===== src/rtl/lvlreq_pkg.sv =====
package lvlreq_pkg;

    typedef enum logic [1:0] {
        CH_IDLE = 2'd0,
        CH_PEND = 2'd1,
        CH_REL  = 2'd2,
        CH_SGL  = 2'd3
    } ch_state_e;

endpackage


===== src/rtl/lvlreq_phase_tmr.sv =====
module lvlreq_phase_tmr #(
    parameter int W = 2
) (
    input  logic         clk,
    input  logic         rst_n,
    input  logic         load,
    input  logic [W-1:0] load_val,
    output logic         expired
);

    typedef struct packed {
        logic [W-1:0] cnt;
    } tmr_t;

    tmr_t tmr_d, tmr_q;

    always_comb begin
        tmr_d = tmr_q;
        if (load) begin
            tmr_d.cnt = load_val;
        end else if (tmr_q.cnt != '0) begin
            tmr_d.cnt = tmr_q.cnt - 1'b1;
        end
    end

    always_ff @(posedge clk or negedge rst_n) begin
        if (!rst_n) begin
            tmr_q <= '0;
        end else begin
            tmr_q <= tmr_d;
        end
    end

    assign expired = (tmr_q.cnt == '0);

endmodule


===== src/rtl/lvlreq_xfer_cnt.sv =====
module lvlreq_xfer_cnt #(
    parameter int CNT_W = 8
) (
    input  logic             clk,
    input  logic             rst_n,
    input  logic             en_set,
    input  logic             en_clr,
    input  logic [CNT_W-1:0] cnt_in,
    input  logic             xfer_end,
    output logic             en,
    output logic             last,
    output logic             done
);

    typedef struct packed {
        logic [CNT_W-1:0] cnt;
        logic             en;
        logic             done;
    } cnt_t;

    cnt_t cnt_d, cnt_q;

    always_comb begin
        cnt_d = cnt_q;
        // Completed DMA cycle: count down, close the channel on the last one
        if (xfer_end && (cnt_q.cnt != '0)) begin
            cnt_d.cnt = cnt_q.cnt - 1'b1;
            if (cnt_q.cnt == CNT_W'(1)) begin
                cnt_d.en   = 1'b0;
                cnt_d.done = 1'b1;
            end
        end
        // Disable has priority over a simultaneous enable
        if (en_clr) begin
            cnt_d.en = 1'b0;
        end else if (en_set) begin
            cnt_d.cnt  = cnt_in;
            cnt_d.en   = (cnt_in != '0);
            cnt_d.done = (cnt_in == '0);
        end
    end

    always_ff @(posedge clk or negedge rst_n) begin
        if (!rst_n) begin
            cnt_q <= '0;
        end else begin
            cnt_q <= cnt_d;
        end
    end

    assign en   = cnt_q.en;
    assign last = (cnt_q.cnt <= CNT_W'(1));
    assign done = cnt_q.done;

endmodule


===== src/rtl/lvlreq_seq.sv =====
module lvlreq_seq
    import lvlreq_pkg::*;
#(
    parameter int REL_CYC = 2,
    parameter int SGL_CYC = 2
) (
    input  logic      clk,
    input  logic      rst_n,
    input  logic      en_i,
    input  logic      en_clr_i,
    input  logic      last_i,
    input  logic      req_n_i,
    input  logic      bus_end_i,
    output ch_state_e state_o,
    output logic      xfer_end_o
);

    localparam int MAXC = (REL_CYC > SGL_CYC) ? REL_CYC : SGL_CYC;
    localparam int TW   = $clog2(MAXC) + 1;

    typedef struct packed {
        ch_state_e st;
    } seq_t;

    seq_t          seq_d, seq_q;
    logic          tmr_load;
    logic [TW-1:0] tmr_val;
    logic          tmr_exp;
    logic          en_keep;

    lvlreq_phase_tmr #(.W(TW)) u_tmr (
        .clk      (clk),
        .rst_n    (rst_n),
        .load     (tmr_load),
        .load_val (tmr_val),
        .expired  (tmr_exp)
    );

    always_comb begin
        seq_d      = seq_q;
        tmr_load   = 1'b0;
        tmr_val    = '0;
        xfer_end_o = 1'b0;
        en_keep    = en_i && !en_clr_i;
        case (seq_q.st)
            CH_IDLE: begin
                if (en_keep && !req_n_i) begin
                    seq_d.st = CH_PEND;
                end
            end
            CH_PEND: begin
                if (!en_keep) begin
                    seq_d.st = CH_IDLE;
                end else if (bus_end_i) begin
                    seq_d.st = CH_REL;
                    tmr_load = 1'b1;
                    tmr_val  = TW'(REL_CYC - 1);
                end
            end
            CH_REL: begin
                if (tmr_exp) begin
                    seq_d.st = CH_SGL;
                    tmr_load = 1'b1;
                    tmr_val  = TW'(SGL_CYC - 1);
                end
            end
            CH_SGL: begin
                if (tmr_exp) begin
                    xfer_end_o = 1'b1;
                    if (en_keep && !last_i && !req_n_i) begin
                        seq_d.st = CH_PEND;
                    end else begin
                        seq_d.st = CH_IDLE;
                    end
                end
            end
            default: seq_d.st = CH_IDLE;
        endcase
    end

    always_ff @(posedge clk or negedge rst_n) begin
        if (!rst_n) begin
            seq_q.st <= CH_IDLE;
        end else begin
            seq_q <= seq_d;
        end
    end

    assign state_o = seq_q.st;

endmodule


===== src/rtl/lvlreq_dma_ctrl.sv =====
module lvlreq_dma_ctrl
    import lvlreq_pkg::*;
#(
    parameter int CNT_W   = 8,
    parameter int REL_CYC = 2,
    parameter int SGL_CYC = 2
) (
    input  logic             clk,
    input  logic             rst_n,
    input  logic             en_set,
    input  logic             en_clr,
    input  logic [CNT_W-1:0] xfer_cnt,
    input  logic             req_n,
    input  logic             bus_end,
    output logic             dack,
    output logic             busy,
    output logic [1:0]       chan_state,
    output logic             done
);

    ch_state_e st_w;
    logic      en_w;
    logic      last_w;
    logic      xfer_end_w;

    lvlreq_xfer_cnt #(.CNT_W(CNT_W)) u_cnt (
        .clk      (clk),
        .rst_n    (rst_n),
        .en_set   (en_set),
        .en_clr   (en_clr),
        .cnt_in   (xfer_cnt),
        .xfer_end (xfer_end_w),
        .en       (en_w),
        .last     (last_w),
        .done     (done)
    );

    lvlreq_seq #(.REL_CYC(REL_CYC), .SGL_CYC(SGL_CYC)) u_seq (
        .clk        (clk),
        .rst_n      (rst_n),
        .en_i       (en_w),
        .en_clr_i   (en_clr),
        .last_i     (last_w),
        .req_n_i    (req_n),
        .bus_end_i  (bus_end),
        .state_o    (st_w),
        .xfer_end_o (xfer_end_w)
    );

    assign chan_state = st_w;
    assign dack       = (st_w == CH_SGL);
    assign busy       = (st_w == CH_REL) || (st_w == CH_SGL);

endmodule


===== config.mk =====
export PLATFORM = sky130hd
export DESIGN_NAME = lvlreq_dma_ctrl
export DESIGN_NICKNAME = d
export VERILOG_FILES = /design/src/rtl/lvlreq_pkg.sv /design/src/rtl/lvlreq_phase_tmr.sv /design/src/rtl/lvlreq_xfer_cnt.sv /design/src/rtl/lvlreq_seq.sv /design/src/rtl/lvlreq_dma_ctrl.sv
export SDC_FILE = /design/constraint.sdc
export NUM_CORES = 1
export LEC_CHECK = 0
export ABC_AREA = 1
export BUFFER_PORTS_ARGS = -buffer_cell sky130_fd_sc_hd__buf_2
export CAP_MARGIN = 10
export CORE_MARGIN = 4
export CORE_UTILIZATION = 30
export DETAILED_ROUTE_END_ITERATION = 10
export GPL_ROUTABILITY_DRIVEN = 0
export PLACE_DENSITY = 0.55
export SLEW_MARGIN = 20
export SYNTH_ARGS = -nofsm -noshare
export SYNTH_HDL_FRONTEND = slang
export SYNTH_SLANG_ARGS = --single-unit

===== constraint.sdc =====
create_clock -name clk -period 1.3 [get_ports clk]
set_input_delay 0.195 -clock clk [delete_from_list [all_inputs] [get_ports clk]]
set_output_delay 0.195 -clock clk [all_outputs]
set_load 0.05 [all_outputs]

==> flow_summary.toml, run 1 <==
[final_layout]
final_cell_area_um2 = 1669
syn_to_final_growth_pct = 60.53
nets = 228
n_antenna_cell = 0
mostFrequentLayoutCell = "nand2_1"
drive_gt1_share_pct = 44.39
mostFrequentLayoutCells = "nand2_1 (35), buf_4 (25), inv_1 (18)"

[yosys]
synth-seq-cells = 14
synth_warnings = 0
mappedNetlistNets = 174
avgSynthCellArea_um2 = 6.840
syn_inst = 152
synth_top_area_share_pct = 33.69
seq_area_frac_synth_pct = 33.69
synth.largest_area_cell = "dfrtp_1"
synth_cell_types = 23
synthTopCellsByArea = "dfrtp_1 (34%), nand2_1 (15%), ha_1 (9.6%)"
netlist_area_um2 = 1040

[floorplan]
die_x_um = 66.87
rows = 21
ios = 19
die_h_um = 66.87
dieArea_um2 = 4472
core-area_um2 = 3337
start_util_pct = 31.16

[worst_setup_path]
cp_top_family = "flip-flops"
crit_fanout = 4
endpoint_kind = "primary output"
start_kind = "flip-flop"
crit_type = "flip-flop to primary output"
crit_required_ns = 1.11
rr_worst_depth = 7
cp.arrival_ns = 1.26
rrSetupSlack_ns = -0.09
worstReg2RegEnd = "u_cnt.cnt_q[3]$_DFF_PN0_"
cp_num_buf_inv = 3
cpMaxStageDelayCell = "dfrtp_2"
cpPeakStageDelay_ns = 0.46
path_cells = "ha_4, inv_2, buf_6, nand2_4, buf_8"

[min_path]
whs_endpoint = "u_cnt.cnt_q[5]$_DFF_PN0_"
min_delay_path_depth = 3
hold_path_class = "primary input to flip-flop"
worstHoldStart = "xfer_cnt[3]"

[pwr]
p_sw_uw = 1228
power.density_nw_per_um2 = 1687
p_clk_share_pct = 11.7
p_int_uw = 1588
p_comb_share_pct = 64.2
p_sw_share_pct = 43.59
leakage_uw = 0.0008279
power_frac_seq_pct = 24.1
power.ir.vdd_worst_mv = 0.6921

[place]
io_buffers = 18
dp.final_hpwl_um = 2092
dpl_cell_area_um2 = 1356

[sta]
rsz0062_at_grt = "true"
final-max-slew-violation-count = 0
fin_ws_ns = -0.1526
timing.final.crit_share_pct = 111.7
clock_skew_ns = 0.005309
fmax_mhz = 688.4
final-setup-viol-count = 14
timing.hold.ws_ns = 0.1141
period_needed_ns = 1.453
slew-limit-headroom_pct = 69.90
finalHoldViolCount = 0
worst_pin_slew_ns = 0.4474

[clock_network]
cts_tree = "built"
path_clk_slew_ns = 0.09
cts.sinks = 14
cts_buffers = 3
clockBufferDepth = 2
cts_root_buf = "clkbuf_4"
htreeDepth = 1
clock_latency_ns = 0.29

[detailed_routing]
dr.pass1.iters = 4
viasPerCell = 4.462
drc = 0
ant_nets = 0
dr_total_vias = 1120
drt_iter0_markers = 50
routed_wl_um = 2881
wl_per_cell_um = 11.48

[global_routing]
grt_overflow = 0
antenna_found_initial = 0
grt_max_degree = 15
grt_pass1_vias = 1067
grt.total_usage_pct = 14.60
grt_pass1_wl_um = 4850

[run_status]
violations = "negative setup slack"
status = "finished, violations left"

[job]
drv_cap = 0
-- power groups by stage --
| stage | clock, uW | combinational, uW | sequential [uW] |
|---|---|---|---|
| 2_1_floorplan | 0 | 699 | 804 |
| 3_3_place_gp | 0 | 1210 | 696 |
| 3_5_place_dp | 0 | 1230 | 705 |
| 4_1_cts | 345 | 1540 | 676 |
| 5_1_grt | 365 | 1990 | 697 |
| 6_report | 330 | 1810 | 678 |
-- flip-flops by register name (all words and copies together) (netlist names), named ones only --
name / cells
u_cnt.done: 1
u_seq.u_tmr.tmr_q: 2
u_seq.state_o: 1
u_cnt.en: 1
u_cnt.cnt_q: 8
-- worst min-delay path, delay by kind of cell --
family	cells	cell delay, ns
compound gates	1	0.06
buf+inv	2	0.13
-- final cells by class --
cell class / instances / area, um^2
multi-input cells: 113 / 753.2
repair buffers: 49 / 370.4
flip-flops and latches: 14 / 352.8
fillers: 328 / 1668
inverters: 25 / 98.84
well taps: 46 / 57.56
clock buffers: 4 / 36.28
-- cell usage after synthesis, drive strengths merged --
master   n
a21oi    4
nor4     1
inv     25
nor2    21
nand2   46
nand3   12
dfrtp   14
ha       8
o21ai   10
a31oi    1
xnor2    1
xor2     1
nor3     2
nand4    1
or2      1
nand3b   1
o211ai   2
clkbuf   1
-- cells by family after synthesis --
| family | count (synthesis) | share of synthesized area (%) |
|---|---|---|
| AO/OA/AOI/OAI | 17 | 8.785 |
| AND/OR/NAND/NOR | 85 | 35.86 |
| buffers and inverters | 26 | 10.35 |
| XOR/XNOR | 2 | 1.685 |
| adder cells (fa/ha/maj) | 8 | 9.627 |
| flip-flops | 14 | 33.69 |
-- how the worst max path moves through the flow --
stage	startpoint	endpoint	slack, ns	depth (start not counted)
4_1_cts	flip-flop	busy	-0.15	5
6_report	flip-flop	busy	-0.15	5
5_1_grt	flip-flop	busy	-0.21	5
2_1_floorplan	u_seq.state_o[0]$_DFFE_PN0P_	u_cnt.en$_DFFE_PN0P_	-0.15	6
3_5_place_dp	u_seq.u_tmr.tmr_q[0]$_DFFE_PN0P_	u_cnt.en$_DFFE_PN0P_	-0.12	7
3_3_place_gp	u_cnt.cnt_q[2]$_DFF_PN0_	u_cnt.en$_DFFE_PN0P_	-0.07	8
-- through the flow --
stage          setup TNS (ns)  utilization (%)  power [uW]  cells  worst slack [ns]
6_report               -1.065            50.02        2816    251           -0.1526
5_1_grt                -2.293            50.02        3052    251           -0.2138
4_1_cts                -1.243            47.06        2564    249           -0.1497
3_5_place_dp          -0.9504            40.64        1936    235           -0.1191
3_3_place_gp          -0.5149            40.64        1903    235          -0.06791
2_1_floorplan          -1.573                -        1503    152           -0.1519
-- routing by layer --
layer  global-route usage [%]  vias up  wire length [um]
met5                        0        -                 0
met4                    4.557        0                44
met3                    3.204        5                73
met2                    23.51       14              1378
met1                    19.34      516              1384
li1                         -      585                 -
-- what timing repair did --
action,in CTS,in global routing
gates resized for setup,27,18
pin swaps,11,19
hold endpoints to repair,14,0
buffers inserted,8,2
setup endpoints to repair,14,17
cloned,1,0
hold buffers,1,0
(Power assumes the default switching activity.)
==> run 2, diff against run 1 <==
CTS_BUF_LIST = sky130_fd_sc_hd__clkbuf_8   (was not set)
==> run 2 against run 1 <==
  * The run still ends with negative setup slack left
  * Largest power group unchanged
  * Clock skew fell by 0.0012 ns
  * Routed wire length rose by 2.5%
  * Count of clock-buffer cells in the layout did not move
==> flow_summary.toml, run 2 (same netlist as run 1, synthesis figures left out) <==
[run_status]
status = "finished, violations left"
violations = "negative setup slack"

[global_routing]
grt_max_degree = 15
grt.total_usage_pct = 14.36
antenna_found_initial = 0
grt_pass1_wl_um = 4885
grt_overflow = 0
grt_pass1_vias = 1096

[job]
drv_cap = 0

[floorplan]
die_x_um = 66.87
die_h_um = 66.87
rows = 21
ios = 19
core-area_um2 = 3337
dieArea_um2 = 4472
start_util_pct = 31.16

[detailed_routing]
met2WireLength_um = 1499
drt-met1-wl_um = 1347
top_layer = "met4"
viasPerCell = 4.440
drt_iter0_markers = 55
ant_nets = 0
dr_total_vias = 1110
drc = 0
routed_wl_um = 2953
wl_met3_um = 78
wl_per_cell_um = 11.81
dr.pass1.iters = 4

[pwr]
p_clk_share_pct = 14.4
power_frac_seq_pct = 23.7
power.density_nw_per_um2 = 1698
power.ir.vdd_worst_mv = 0.8750
p_int_uw = 1696
p_sw_share_pct = 43.43
p_comb_share_pct = 61.9
leakage_uw = 0.0008387
finalPower_uw = 2998
p_sw_uw = 1302

[sta]
final-max-slew-violation-count = 0
slew-limit-headroom_pct = 70.78
final-setup-viol-count = 10
fmax_mhz = 695.2
finalHoldViolCount = 0
clock_skew_ns = 0.004103
timing.final.crit_share_pct = 110.6
rsz0062_at_grt = "true"
fin_ws_ns = -0.1384
period_needed_ns = 1.438
worst_pin_slew_ns = 0.4343

[final_layout]
nets = 227
largest_register_ffs = 8
drive_gt1_share_pct = 55.39
mostFrequentLayoutCell = "nand2_1"
top_register = "u_cnt.cnt_q"
top_regs = "u_cnt.cnt_q (8), u_seq.u_tmr.tmr_q (2)"
n_antenna_cell = 0
mostFrequentLayoutCells = "nand2_1 (30), buf_4 (26), inv_1 (17)"
syn_to_final_growth_pct = 69.80

[place]
place_ws_ns = -0.1191
dp.final_hpwl_um = 2092
io_buffers = 18

[worst_setup_path]
crit_fanout = 5
crit_required_ns = 1.11
cp.arrival_ns = 1.24
start_kind = "flip-flop"
endpoint_kind = "primary output"
crit_type = "flip-flop to primary output"

[clock_network]
cts_root_buf = "clkbuf_8"
clockBufferDepth = 2
path_clk_slew_ns = 0.06
cts.sinks = 14
cts_buffers = 3
cts_tree = "built"
clock_latency_ns = 0.25
htreeDepth = 1

[min_path]
hold_path_class = "primary input to flip-flop"
-- run 2: layout make-up --
cell class,count,area (um^2)
Tap cell,46,57.56
Clock buffer,4,55.05
Fill cell,312,1572
Timing Repair Buffer,48,347.8
Inverter,25,106.4
Multi-Input combinational cell,113,844.6
Sequential cell,14,354.1
-- run 2: power groups by stage --
stage	Combinational (uW)	Clock (uW)	Sequential (uW)
3_3_place_gp	1210	0	696
3_5_place_dp	1230	0	705
6_report	1860	432	710
4_1_cts	1610	441	694
5_1_grt	2050	468	729
2_1_floorplan	699	0	804
-- run 2: routing by layer --
| layer | global-route usage (%) | vias up |
|---|---|---|
| met4 | 2.278 | 0 |
| met2 | 23.51 | 14 |
| met1 | 19.13 | 510 |
| met5 | 0 | - |
| met3 | 3.879 | 4 |
| li1 | - | 582 |
-- run 2: path summary, 6_finish.rpt --
kind	start	end	slack (ns)	cells past startpoint
max in group asynchronous	rst_n	u_seq.state_o[0]$_DFFE_PN0P_	0.65	2
worst max-delay path	flip-flop	busy	-0.14	5
worst max register to register	u_seq.state_o[0]$_DFFE_PN0P_	u_seq.state_o[0]$_DFFE_PN0P_	-0.11	8
worst min register to register	u_seq.u_tmr.tmr_q[0]$_DFFE_PN0P_	u_seq.u_tmr.tmr_q[0]$_DFFE_PN0P_	0.51	2
min in group asynchronous	rst_n	u_cnt.cnt_q[7]$_DFF_PN0_	0.38	2
worst min-delay path	xfer_cnt[3]	u_cnt.cnt_q[5]$_DFF_PN0_	0.17	3
-- run 2: timing repair --
item | 4_1_cts | 5_1_grt
endpoints found under the hold margin | 14 | 0
pin swaps | 15 | 19
setup endpoints to repair | 14 | 17
buffers inserted | 9 | 0
hold buffers | 1 | 0
gates cloned | 1 | 0
gates resized for setup | 28 | 43
-- run 2: worst max-delay path, stage by stage (launching register included) --
cell,delay (ns)
dfrtp_2,0.46
ha_4,0.20
inv_4,0.06
buf_6,0.09
nand2_4,0.04
buf_8,0.14
-- run 2: per-stage QoR --
stage / cell area (um^2) / util (%) / hold slack, ns / setup TNS (ns) / instances
2_1_floorplan: 1072 / - / -0.1006 / -1.573 / 152
3_3_place_gp: 1356 / 40.64 / 0.1242 / -0.5149 / 235
3_5_place_dp: 1356 / 40.64 / 0.1179 / -0.9504 / 235
4_1_cts: 1613 / 48.33 / 0.1685 / -0.3454 / 250
5_1_grt: 1765 / 52.91 / 0.1667 / -1.615 / 250
6_report: 1765 / 52.91 / 0.1668 / -0.4694 / 250
==> run 3, diff against run 2 <==
GPL_ROUTABILITY_DRIVEN = not set   (was 0)
PLACE_DENSITY = 0.53   (was 0.55)
clock period = 1.85 ns   (was 1.3 ns; I/O delays follow)
==> run 3 against run 2 <==
  * The flow now finishes without violations
  * Sequential cell count unchanged
  * Die area is the same
  * Cell count shrank 11%
  * Register-to-register slack better by 0.48 ns
  * Non-clock buffer count shrank 27
  * Clock skew increased by 0.0019 ns
  * Sequential power decreased by 31%
  * Highest routed layer unchanged
  * Via count decreased by 11%
==> flow_summary.toml, run 3 (same netlist as run 1, synthesis figures left out) <==
[run_status]
status = "complete, no violations"

[pwr]
leakage_uw = 0.0006564
power.density_nw_per_um2 = 1185
power.ir.vdd_worst_mv = 0.6732

[worst_setup_path]
cpMaxStageDelayCell = "dfrtp_2"
endpoint_kind = "primary output"
worstReg2RegEnd = "u_cnt.en$_DFFE_PN0P_"
path_cells = "inv_1, ha_1, inv_1, nand2_1, buf_2"
rrSetupSlack_ns = 0.37
rr_startpoint = "u_seq.u_tmr.tmr_q[0]$_DFFE_PN0P_"
cpPeakStageDelay_ns = 0.45
cp-startpoint = "u_seq.state_o[0]$_DFFE_PN0P_"
crit_required_ns = 1.57
rr_worst_depth = 7
start_kind = "flip-flop"
crit_top_cell = "inv_1"
crit_type = "flip-flop to primary output"
cp.arrival_ns = 1.33
cp-endpoint = "busy"
crit_fanout = 7

[sta]
fin_ws_ns = 0.2405
timing.final.crit_share_pct = 87.00
period_needed_ns = 1.609
fmax_mhz = 621.3
rsz0062_at_grt = "false"
final-max-slew-violation-count = 0
setup_tns_ns = 0
final-setup-viol-count = 0
finalHoldViolCount = 0
slew-limit-headroom_pct = 76.30
worst_pin_slew_ns = 0.3523
clock_skew_ns = 0.006045

[clock_network]
cts_tree = "built"
clockBufferDepth = 2
cts_buffers = 3
cts.sinks = 14
clock_latency_ns = 0.25
path_clk_slew_ns = 0.07
htreeDepth = 1
cts_root_buf = "clkbuf_8"

[min_path]
worstHoldStart = "xfer_cnt[3]"
hold_path_class = "primary input to flip-flop"

[floorplan]
dieArea_um2 = 4472
core-area_um2 = 3337
rows = 21
die_h_um = 66.87
ios = 19
die_x_um = 66.87
start_util_pct = 31.16

[job]
drv_cap = 0

[global_routing]
grt_overflow = 0
antenna_found_initial = 0
grt_pass1_wl_um = 4257
grt.total_usage_pct = 12.57
grt_pass1_vias = 974
grt_max_degree = 15

[final_layout]
multi_input_area_um2 = 584.3
mostFrequentLayoutCell = "nand2_1"
fill_cells = 361
nets = 199
final_util_pct = 37.72
syn_to_final_growth_pct = 21.06
fin_cells = 222
final_cell_area_um2 = 1259
drive_gt1_share_pct = 21.02
top_register = "u_cnt.cnt_q"
mostFrequentLayoutCells = "nand2_1 (42), inv_1 (24), buf_2 (18)"
n_antenna_cell = 0
largest_register_ffs = 8
ff_latch_area_um2 = 352.8
top_regs = "u_cnt.cnt_q (8), u_seq.u_tmr.tmr_q (2)"

[detailed_routing]
dr.pass1.iters = 4
routed_wl_um = 2414
dr_total_vias = 988
ant_nets = 0
viasPerCell = 4.450
drc = 0
wl_per_cell_um = 10.87
drt_iter0_markers = 37

[place]
dpl_cell_area_um2 = 1194
place_congestion = 0.8053
dp.final_hpwl_um = 1899
place_ws_ns = 0.3483
place_inst = 217
io_buffers = 18
-- run 3: changes by cell type in the layout (fill, tap and decap cells not counted), sizes merged --
| cell | before | now |
|---|---|---|
| buf | 46 | 20 |
| clkbuf | 5 | 4 |
| nor2 | 22 | 21 |
-- run 3: worst max-delay path, delay by kind of cell (launching register included) --
| kind | cells | cell delay [ns] |
|---|---|---|
| flip-flops | 1 | 0.45 |
| AND/OR/NAND/NOR | 1 | 0.06 |
| adder cells (fa/ha/maj) | 1 | 0.15 |
| buffers and inverters | 3 | 0.42 |
-- run 3: repair_timing --
item / in CTS / in global routing
hold buffers: 1 / 0
resized for setup: 0 / 0
endpoints found under the hold margin: 14 / 0
buffers inserted: 0 / 0
-- run 3: power breakdown --
part	total, uW	internal, uW	switching, uW
Sequential	490	397	93.3
Clock	316	189	127
Combinational	684	233	452
-- run 3: cell type report --
class                   count  area share [%]
repair buffers             21           9.145
multi-input cells         112           46.42
clock buffers               4           4.374
inverters                  25           7.455
well taps                  46           4.573
flip-flops and latches     14           28.03
-- run 3: through the flow --
step                power [uW]  hold WS (ns)
global route              1629        0.2563
CTS                       1504        0.2445
floorplan                 1014      -0.01809
finish                    1491        0.2437
detailed placement        1176        0.2099
global placement          1167        0.2092
-- run 3: layer usage --
layer	wire length, um	global-route usage, %	vias to the layer above
met1	1251	17.39	441
met3	113	2.867	5
met5	0	0	-
met4	35	4.557	0
li1	-	-	521
met2	1013	18.94	21
-- run 3: how the worst min path moves through the flow --
stage	endpoint	cells after the start
after floorplan	asynchronous set/reset pin	0
after global placement	u_cnt.cnt_q[9]$_DFF_PN0_	1
after detailed placement	u_cnt.cnt_q[5]$_DFF_PN0_	1
after CTS	u_cnt.cnt_q[5]$_DFF_PN0_	3
after global routing	u_cnt.cnt_q[7]$_DFF_PN0_	3
final	u_cnt.cnt_q[5]$_DFF_PN0_	3
